$ cat config.mk
export PLATFORM = sky130hd
export DESIGN_NAME = serial_adc_seq
export DESIGN_NICKNAME = d
export VERILOG_FILES = /design/src/rtl/adc_seq_pkg.sv /design/src/rtl/adc_sclk_gen.sv /design/src/rtl/adc_capture.sv /design/src/rtl/adc_conv_seq.sv /design/src/rtl/serial_adc_seq.sv
export SDC_FILE = /design/constraint.sdc
export NUM_CORES = 1
export LEC_CHECK = 0
export ABC_AREA = 1
export BUFFER_PORTS_ARGS = -buffer_cell sky130_fd_sc_hd__buf_2
export CORE_UTILIZATION = 50
export DETAILED_ROUTE_END_ITERATION = 6
export PLACE_DENSITY = 0.8
export RECOVER_POWER = 100
export SYNTH_ARGS = -nofsm -noshare
export SYNTH_HDL_FRONTEND = slang
export SYNTH_HIERARCHICAL = 1
export SYNTH_SLANG_ARGS = --single-unit
$ cat constraint.sdc
create_clock -name clk -period 1.3 [get_ports clk]
set_input_delay 0.26 -clock clk [delete_from_list [all_inputs] [get_ports clk]]
set_output_delay 0.26 -clock clk [all_outputs]
set_load 0.005 [all_outputs]
$ cat src/rtl/adc_seq_pkg.sv
package adc_seq_pkg;
  typedef enum logic [1:0] {
    FR_DUMMY = 2'd0,
    FR_REAL  = 2'd1,
    FR_SHUT  = 2'd2
  } frame_kind_t;

  typedef enum logic [1:0] {
    ST_IDLE  = 2'd0,
    ST_FRAME = 2'd1,
    ST_QUIET = 2'd2
  } seq_state_t;
endpackage

$ cat src/rtl/adc_sclk_gen.sv
module adc_sclk_gen #(
  parameter int HALF_DIV = 4
) (
  input  logic clk,
  input  logic rst,
  input  logic run,
  output logic sclk,
  output logic fall_tick,
  output logic rise_tick
);
  localparam int DW = (HALF_DIV > 2) ? $clog2(HALF_DIV) : 1;
  localparam logic [DW-1:0] LAST = DW'(HALF_DIV - 1);

  logic [DW-1:0] cnt;

  // serial clock idles high; ticks mark the cycle in which sclk has its new level
  always_ff @(posedge clk) begin
    if (rst || !run) begin
      cnt       <= '0;
      sclk      <= 1'b1;
      fall_tick <= 1'b0;
      rise_tick <= 1'b0;
    end else if (cnt == LAST) begin
      cnt       <= '0;
      sclk      <= ~sclk;
      fall_tick <= sclk;
      rise_tick <= ~sclk;
    end else begin
      cnt       <= cnt + 1'b1;
      fall_tick <= 1'b0;
      rise_tick <= 1'b0;
    end
  end
endmodule

$ cat src/rtl/adc_capture.sv
module adc_capture #(
  parameter int DATA_W      = 12,
  parameter int LEAD_BITS   = 4,
  parameter int FRAME_FALLS = 16
) (
  input  logic              clk,
  input  logic              rst,
  input  logic              clear,
  input  logic              rise_tick,
  input  logic              sdi,
  output logic [DATA_W-1:0] data
);
  localparam int RW = $clog2(FRAME_FALLS + 1);
  localparam logic [RW-1:0] FIRST = RW'(LEAD_BITS);

  logic [RW-1:0] rcnt;

  always_ff @(posedge clk) begin
    if (rst) begin
      rcnt <= '0;
      data <= '0;
    end else if (clear) begin
      rcnt <= '0;
    end else if (rise_tick) begin
      rcnt <= rcnt + 1'b1;
      if (rcnt >= FIRST)
        data <= {data[DATA_W-2:0], sdi};
    end
  end
endmodule

$ cat src/rtl/adc_conv_seq.sv
module adc_conv_seq
  import adc_seq_pkg::*;
#(
  parameter int FRAME_FALLS = 16,
  parameter int SHUT_FALLS  = 12,
  parameter int QUIET_CYC   = 8
) (
  input  logic clk,
  input  logic rst,
  input  logic start,
  input  logic low_power,
  input  logic fall_tick,
  input  logic rise_tick,
  output logic cs_active,
  output logic frame_open,
  output logic real_done
);
  localparam int FW = $clog2(FRAME_FALLS + 1);
  localparam int QW = (QUIET_CYC > 1) ? $clog2(QUIET_CYC) : 1;
  localparam logic [FW-1:0] FULL_LIM = FW'(FRAME_FALLS);
  localparam logic [FW-1:0] SHUT_LIM = FW'(SHUT_FALLS);
  localparam logic [QW-1:0] Q_LAST   = QW'(QUIET_CYC - 1);

  seq_state_t  state;
  frame_kind_t kind;
  logic [FW-1:0] fcnt;
  logic [QW-1:0] qcnt;
  logic need_wake;
  logic lp_hold;
  logic [FW-1:0] limit;
  logic frame_end;

  assign limit     = (kind == FR_SHUT) ? SHUT_LIM : FULL_LIM;
  assign frame_end = (state == ST_FRAME) && rise_tick && (fcnt == limit);

  always_ff @(posedge clk) begin
    if (rst) begin
      state      <= ST_IDLE;
      kind       <= FR_DUMMY;
      fcnt       <= '0;
      qcnt       <= '0;
      need_wake  <= 1'b1;
      lp_hold    <= 1'b0;
      cs_active  <= 1'b0;
      frame_open <= 1'b0;
      real_done  <= 1'b0;
    end else begin
      frame_open <= 1'b0;
      real_done  <= 1'b0;
      unique case (state)
        ST_IDLE: begin
          if (start) begin
            state      <= ST_FRAME;
            kind       <= need_wake ? FR_DUMMY : FR_REAL;
            fcnt       <= '0;
            cs_active  <= 1'b1;
            frame_open <= 1'b1;
          end
        end
        ST_FRAME: begin
          if (fall_tick)
            fcnt <= fcnt + 1'b1;
          if (frame_end) begin
            state     <= ST_QUIET;
            qcnt      <= '0;
            cs_active <= 1'b0;
            unique case (kind)
              FR_DUMMY: need_wake <= 1'b0;
              FR_REAL: begin
                real_done <= 1'b1;
                lp_hold   <= low_power;
              end
              default:  need_wake <= 1'b1;
            endcase
          end
        end
        ST_QUIET: begin
          if (qcnt == Q_LAST) begin
            if (kind == FR_DUMMY || (kind == FR_REAL && lp_hold)) begin
              state      <= ST_FRAME;
              kind       <= (kind == FR_DUMMY) ? FR_REAL : FR_SHUT;
              fcnt       <= '0;
              cs_active  <= 1'b1;
              frame_open <= 1'b1;
            end else begin
              state <= ST_IDLE;
            end
          end else begin
            qcnt <= qcnt + 1'b1;
          end
        end
        default: state <= ST_IDLE;
      endcase
    end
  end
endmodule

$ cat src/rtl/serial_adc_seq.sv
module serial_adc_seq #(
  parameter int DATA_W      = 12,
  parameter int LEAD_BITS   = 4,
  parameter int FRAME_FALLS = 16,
  parameter int SHUT_FALLS  = 12,
  parameter int HALF_DIV    = 4,
  parameter int QUIET_CYC   = 8
) (
  input  logic              clk,
  input  logic              rst,
  input  logic              start_i,
  input  logic              low_power_i,
  output logic              cs_n_o,
  output logic              sclk_o,
  input  logic              sdi_i,
  output logic [DATA_W-1:0] sample_o,
  output logic              valid_o
);
  logic cs_active;
  logic frame_open;
  logic real_done;
  logic fall_tick;
  logic rise_tick;
  logic [DATA_W-1:0] cap_data;

  adc_conv_seq #(
    .FRAME_FALLS(FRAME_FALLS),
    .SHUT_FALLS (SHUT_FALLS),
    .QUIET_CYC  (QUIET_CYC)
  ) u_seq (
    .clk       (clk),
    .rst       (rst),
    .start     (start_i),
    .low_power (low_power_i),
    .fall_tick (fall_tick),
    .rise_tick (rise_tick),
    .cs_active (cs_active),
    .frame_open(frame_open),
    .real_done (real_done)
  );

  adc_sclk_gen #(
    .HALF_DIV(HALF_DIV)
  ) u_sclk (
    .clk      (clk),
    .rst      (rst),
    .run      (cs_active),
    .sclk     (sclk_o),
    .fall_tick(fall_tick),
    .rise_tick(rise_tick)
  );

  adc_capture #(
    .DATA_W     (DATA_W),
    .LEAD_BITS  (LEAD_BITS),
    .FRAME_FALLS(FRAME_FALLS)
  ) u_cap (
    .clk      (clk),
    .rst      (rst),
    .clear    (frame_open),
    .rise_tick(rise_tick),
    .sdi      (sdi_i),
    .data     (cap_data)
  );

  assign cs_n_o = ~cs_active;

  always_ff @(posedge clk) begin
    if (rst) begin
      sample_o <= '0;
      valid_o  <= 1'b0;
    end else begin
      valid_o <= real_done;
      if (real_done)
        sample_o <= cap_data;
    end
  end
endmodule

# Word-level counts from Yosys, hierarchy flattened
# Index checks and enable logic that the tools add are counted.
totals:
  ff_bits: 52
  in_bits: 5
  output_inout_bits: 15
  word_cells: 96
op_classes:
  add_sub_neg: 4
  order_cmp: 1
  eq_ne: 13
  mux: 31
  n_bitwise: 7
  reduce_logical: 23
ops:
  columns: ["cell", "count"]
  rows:
  - ["5-bit two-way mux", 5]
  - ["5-bit case mux with 3 select lines", 1]
  - ["3-bit AND reduction", 5]
  - ["2-bit two-way mux", 7]
  - ["5-bit by 1-bit adder with 5-bit output (second input constant)", 2]
  - ["1-bit two-way mux", 10]
  - ["5-bit AND reduction", 2]
  - ["2-bit by 1-bit inequality test with 1-bit output (second input constant)", 4]
  - ["1-bit inverter", 7]
  - ["2-bit equality test (second input constant)", 3]
  - ["3-bit two-way mux", 2]
  - ["2-bit case mux with 3 select lines", 1]
  - ["3-bit case mux with 2 select lines", 1]
  - ["2-bit OR reduction", 3]
  - ["5-bit equality test", 1]
  - ["5-bit by 3-bit greater-or-equal comparator with 1-bit output (second input constant)", 1]
  - ["2-bit by 1-bit equality test with 1-bit output (second input constant)", 2]
  - ["2-bit logical NOT", 2]
  - ["2-bit inequality test (second input constant)", 2]
  - ["1-bit case mux with 2 select lines", 2]
  - ["2-bit case mux with 2 select lines", 1]
  - ["4-bit AND reduction", 1]
  - ["2-bit nonzero test", 2]
  - ["3-bit by 1-bit adder with 3-bit output (second input constant)", 1]
  - ["other kinds (8)", 11]

# Logic depth before layout (Yosys ltp)
logic_depth:
  word_depth: 6
  mapped_depth: 9
  ltp_nobuf: 9

# Cells and area by module
# The synthesis kept the hierarchy.
modules_own_cells:
  columns: ["mod", "instances", "cells_each", "area_per_inst_um2", "seq_area_each_um2"]
  rows:
  - ["adc_conv_seq", 1, 121, 883.3, 340.3]
  - ["adc_capture", 1, 112, 818.3, 340.3]
  - ["serial_adc_seq", 1, 81, 545.5, 260.2]
  - ["adc_sclk_gen", 1, 21, 172.7, 100.1]

# Worst setup path before layout
# No wires, ideal clock.
synth_path:
  path_kind: "reg2reg"
  start: "register u_seq.qcnt[0]"
  end: "register u_seq.fcnt[1]"
  setup_ps: 70
  t_arrival_ps: 1208
  t_required_ps: 1230
  path_slack_ps: 22
  stages_incl_launch_ff: 10
  synth_period_minus_slack_ps: 1278
  cell_sequence: "dfxtp_1 ha_1 ha_1 inv_1 nand2_2 nand2_1 inv_1 nand2_2 nand2_1 a21oi_1"
synth_between:
  elab_chain_len: 3
synth_lines:
  columns: ["element", "line_no", "rtl"]
  rows:
  - ["from (decl)", "adc_conv_seq.sv:27", "logic [QW-1:0] qcnt;"]
  - ["from (signal assigned)", "adc_conv_seq.sv:89", "qcnt <= qcnt + 1'b1;"]
  - ["3-bit equality test", "adc_conv_seq.sv:78", "if (qcnt == Q_LAST) begin"]
  - ["2-bit by 1-bit inequality test with 1-bit output (no source line)", null, null]
  - ["5-bit AND reduction (no source line)", null, null]
  - ["to (signal assigned)", "adc_conv_seq.sv:62", "fcnt <= fcnt + 1'b1;"]
  - ["to (decl)", "adc_conv_seq.sv:26", "logic [FW-1:0] fcnt;"]
# Every way passes these cells.
# A chain may end at the register's enable or synchronous reset.

# Worst setup path after layout
layout_path:
  start: "register u_seq.qcnt[0]"
  end: "register u_seq.fcnt[3]"
# Same word-level chain as after synthesis.

==> impl_results.md <==
* Outcome: complete, but fails checks
* Failing checks: negative setup slack
* Largest net degree at the start of global routing at 26
* WP data required at 1540 ps
* Min-Delay Path Class: in2reg
* Final Critical Period at between 1000 and 1500 ps
* FMAX at between 700 and 800 MHz
* Ys Warns at 6
* Clock sinks at 52
* Fillers at 393
* Die width at 71.6 um
* Highest cell delay on the worst timing path at about 350 ps
* Final setup violation count at 2
* Flops & latches, synth at 52
* Placed Instances at between 400 and 500
* Cell mode on critical path: nand2_4
* CP endpoint kind: register
* Syn Nets at approximately 350
* Clk_skew at roughly 11 ps
* Slowest-stage cell, CP: dfxtp_2
* Post-synth top area cell: dfxtp_1
* Initial antenna violation count at 0
* WL met1 at just over 2 mm
* Setup repair after global routing missed its margin: true
* Worst-Skew Late Latency at slightly above 300 ps
* Syn avg cell area at 7.22 sq um
* Max_slew headroom at 0.700
* Area growth syn-to-layout at 18.0%
* Total die area at approximately 5100 sq um
* Distinct cell type count after synthesis at 26
* Critical Path Start Type: register
* Share of layout cells above drive strength 1 at 0.261
* CTS Root Cell: clkbuf_8
* Grt total ovfl at 0
* Residual DRC at 0
* Vias in the first global route at about 1800
* Top area cells in the synthesized netlist: dfxtp_1, nand2_1, nor2_1
* Hold Violations, Final at 0
* Crit-path max FO at 5
* VDD IR-drop max at between 800 and 900 uV
* Vias at roughly 2100
* IO Port Bufs at 19
* CTS Buffer Depth at 2
* Critical path data arrival time at ~1600 ps
* Total core area at between 4000 and 5000 sq um
* Placer Congestion at 0.834
* Clock transition at the registers of the reported paths at 90 ps
* Tot GR Track Use at 0.185
* Critical path's top delay family: simple AND/OR/NAND/NOR gates
* Number of antenna diodes at 0
* Final Core Density at 0.634
* H-tree Lvls at 2
* Final Max Tran Viols at 0
* Power Density at roughly 960 nW/um^2
* I/O pin total at 20
* Leakage dissipation at 1.13 nW
* Cts bufs inserted at 5
* Routed met3 length at about 170 um
* Setup ws final at -19.2 ps
* Post-synth top area share at 0.430
* Cell chain of the critical path: ha_4, ha_4, inv_2, nand2_4, nand2_4, inv_4, nand2_4, nand2_2, a21oi_2
* Slew @ Worst Pin at 449 ps
* Met2 WL at about 2.3 mm
* Wirelength per Cell at around 11 um
* Worst slack, placed at -65.9 ps
* Antenna viol nets, final at 0
* Register area share after synthesis at 0.430
* Mapped Cells at between 300 and 400
* Crit Path Class: reg2reg
* Top routing layer used: met4
* HPWL after detailed placement at 2.96 mm
* Global-route wire length before repair at about 7.7 mm
* Layout Cells excl Fill at 420
* Initial Utilization at 0.537
* Final worst path period share at 1.01
* Initial drt markers at 125
* Final WL at between 4 and 5 mm
* CTS tree: built
* Die H at 71.6 um
* Via density at approximately 5
* # rows at 24
* Post-Route Setup TNS at -22.9 ps
* Max Cap Viol at 0
* Crit path buf inv count at 2
* Mapped cell area at roughly 2400 sq um
* Detailed Routing Iterations Pass 1 at 5
* Fin nets at about 380
==> power by group <==
part / total [mW] / internal (mW) / switching [mW]
Clock: 0.926 / 0.382 / 0.544
Sequential: 1.63 / 1.61 / 0.0192
Combinational: 0.194 / 0.0759 / 0.118
Total: 2.75 / 2.07 / 0.682
==> cell families after synthesis <==
logic type,Yosys count,share of synthesized area
buffers and inverters,63,0.128
DFF,52,0.430
and+or+nand+nor,173,0.313
adders and majority gates,7,0.0362
xor gates and xnor gates,3,0.0109
AOI/OAI and AO/OA,37,0.0817
==> tightest hold or removal path, delay by kind of cell <==
kind,cells,cell delay (ps)
buf+inv,1,80
simple gates,2,90
==> sequential cells by signal (all words and copies together), names as in the netlist <==
signal            count
u_seq/state           2
sample_o             12
u_seq/cs_active       1
u_sclk/rise_tick      1
valid_o               1
u_cap/data           12
u_seq/real_done       1
u_cap/rcnt            5
u_seq/frame_open      1
u_seq/need_wake       1
u_seq/fcnt            5
u_sclk/fall_tick      1
u_seq/kind            2
u_seq/qcnt            3
u_sclk/sclk           1
u_sclk/cnt            2
u_seq/lp_hold         1
==> Yosys cell counts <==
library cell / n
nand2_1: 73
nor2_1: 60
dfxtp_1: 52
inv_1: 50
a21oi_1: 27
nand3_1: 25
buf_6: 7
ha_1: 7
o21ai_0: 6
nand2_2: 5
nor2_2: 4
inv_2: 3
nor2_4: 2
xor2_1: 2
a211oi_1: 1
a21oi_2: 1
buf_4: 1
buf_8: 1
dlygate4sd1_1: 1
nand3_2: 1
nand3_4: 1
nor2_8: 1
nor3b_1: 1
o211ai_1: 1
o21ai_2: 1
xnor2_1: 1
==> cells in the final DEF, fill, tap and decap left out <==
cell type   netlist  routed
nand3_1          25      22
clkinv_4          0       1
nor2_1           60      59
buf_4             1      14
buf_1             0       1
ha_4              0       4
inv_2             3       9
buf_2             0      11
xnor2_1           1       1
dfxtp_2           0       9
inv_1            50      43
clkinvlp_4        0       2
nand2_1          73      63
o211ai_1          1       1
nor3b_1           1       1
a21oi_1          27      22
nand2_4           0       6
o21ai_2           1       4
nand2_2           5       9
nand3_4           1       1
clkbuf_8          0       5
nor2_2            4       2
nor2_8            1       1
clkbuf_1          0       7
nor2_4            2       5
a211oi_1          1       1
nand3_2           1       4
inv_4             0       1
o21ai_0           6       3
dfxtp_1          52      43
a21oi_2           1       6
ha_1              7       3
clkbuf_2          0       1
buf_6             7       1
xor2_1            2       2
==> repair_timing <==
item	in CTS	in global routing
hold buffers	0	0
endpoints found under the setup margin	11	17
pin swaps	7	19
setup buffers	6	0
gates resized for setup	13	47
==> final cells by class <==
type | instances | area (sq um) | share of cell area
clock buffers | 5 | 68.8 | 0.0241
repair buffers | 35 | 206 | 0.0723
multi-input cells | 220 | 1240 | 0.433
inverters | 53 | 201 | 0.0706
clock inverters | 3 | 23.8 | 0.00833
flip-flops and latches | 52 | 1050 | 0.369
well taps | 52 | 65.1 | 0.0228
==> stage by stage <==
step | hold WS, ps | area (sq um) | power, mW
2_1_floorplan | 329 | 2420 | 1.77
3_3_place_gp | 409 | 2540 | 1.81
3_5_place_dp | 412 | 2540 | 1.81
4_1_cts | 169 | 2730 | 2.75
5_1_grt | 189 | 2860 | 2.89
6_report | 163 | 2860 | 2.75
==> per-layer routing <==
layer,vias up,track usage
met2,42,0.331
met3,9,0.0338
li1,1080,-
met4,0,0.0588
met1,924,0.227
met5,-,0
==> worst paths after layout <==
path / endpoint / slack [ps] / start / depth (start not counted)
worst max-delay path: u_seq/fcnt[3] / -20 / u_seq/qcnt[0] / 9
worst min-delay path: u_seq/lp_hold / 160 / low_power_i / 3
worst max register to register: u_seq/fcnt[3] / -20 / u_seq/qcnt[0] / 9
worst min register to register: u_sclk/cnt[0] / 420 / u_sclk/cnt[0] / 1
Note: power is estimated with default switching activity, not from simulation.
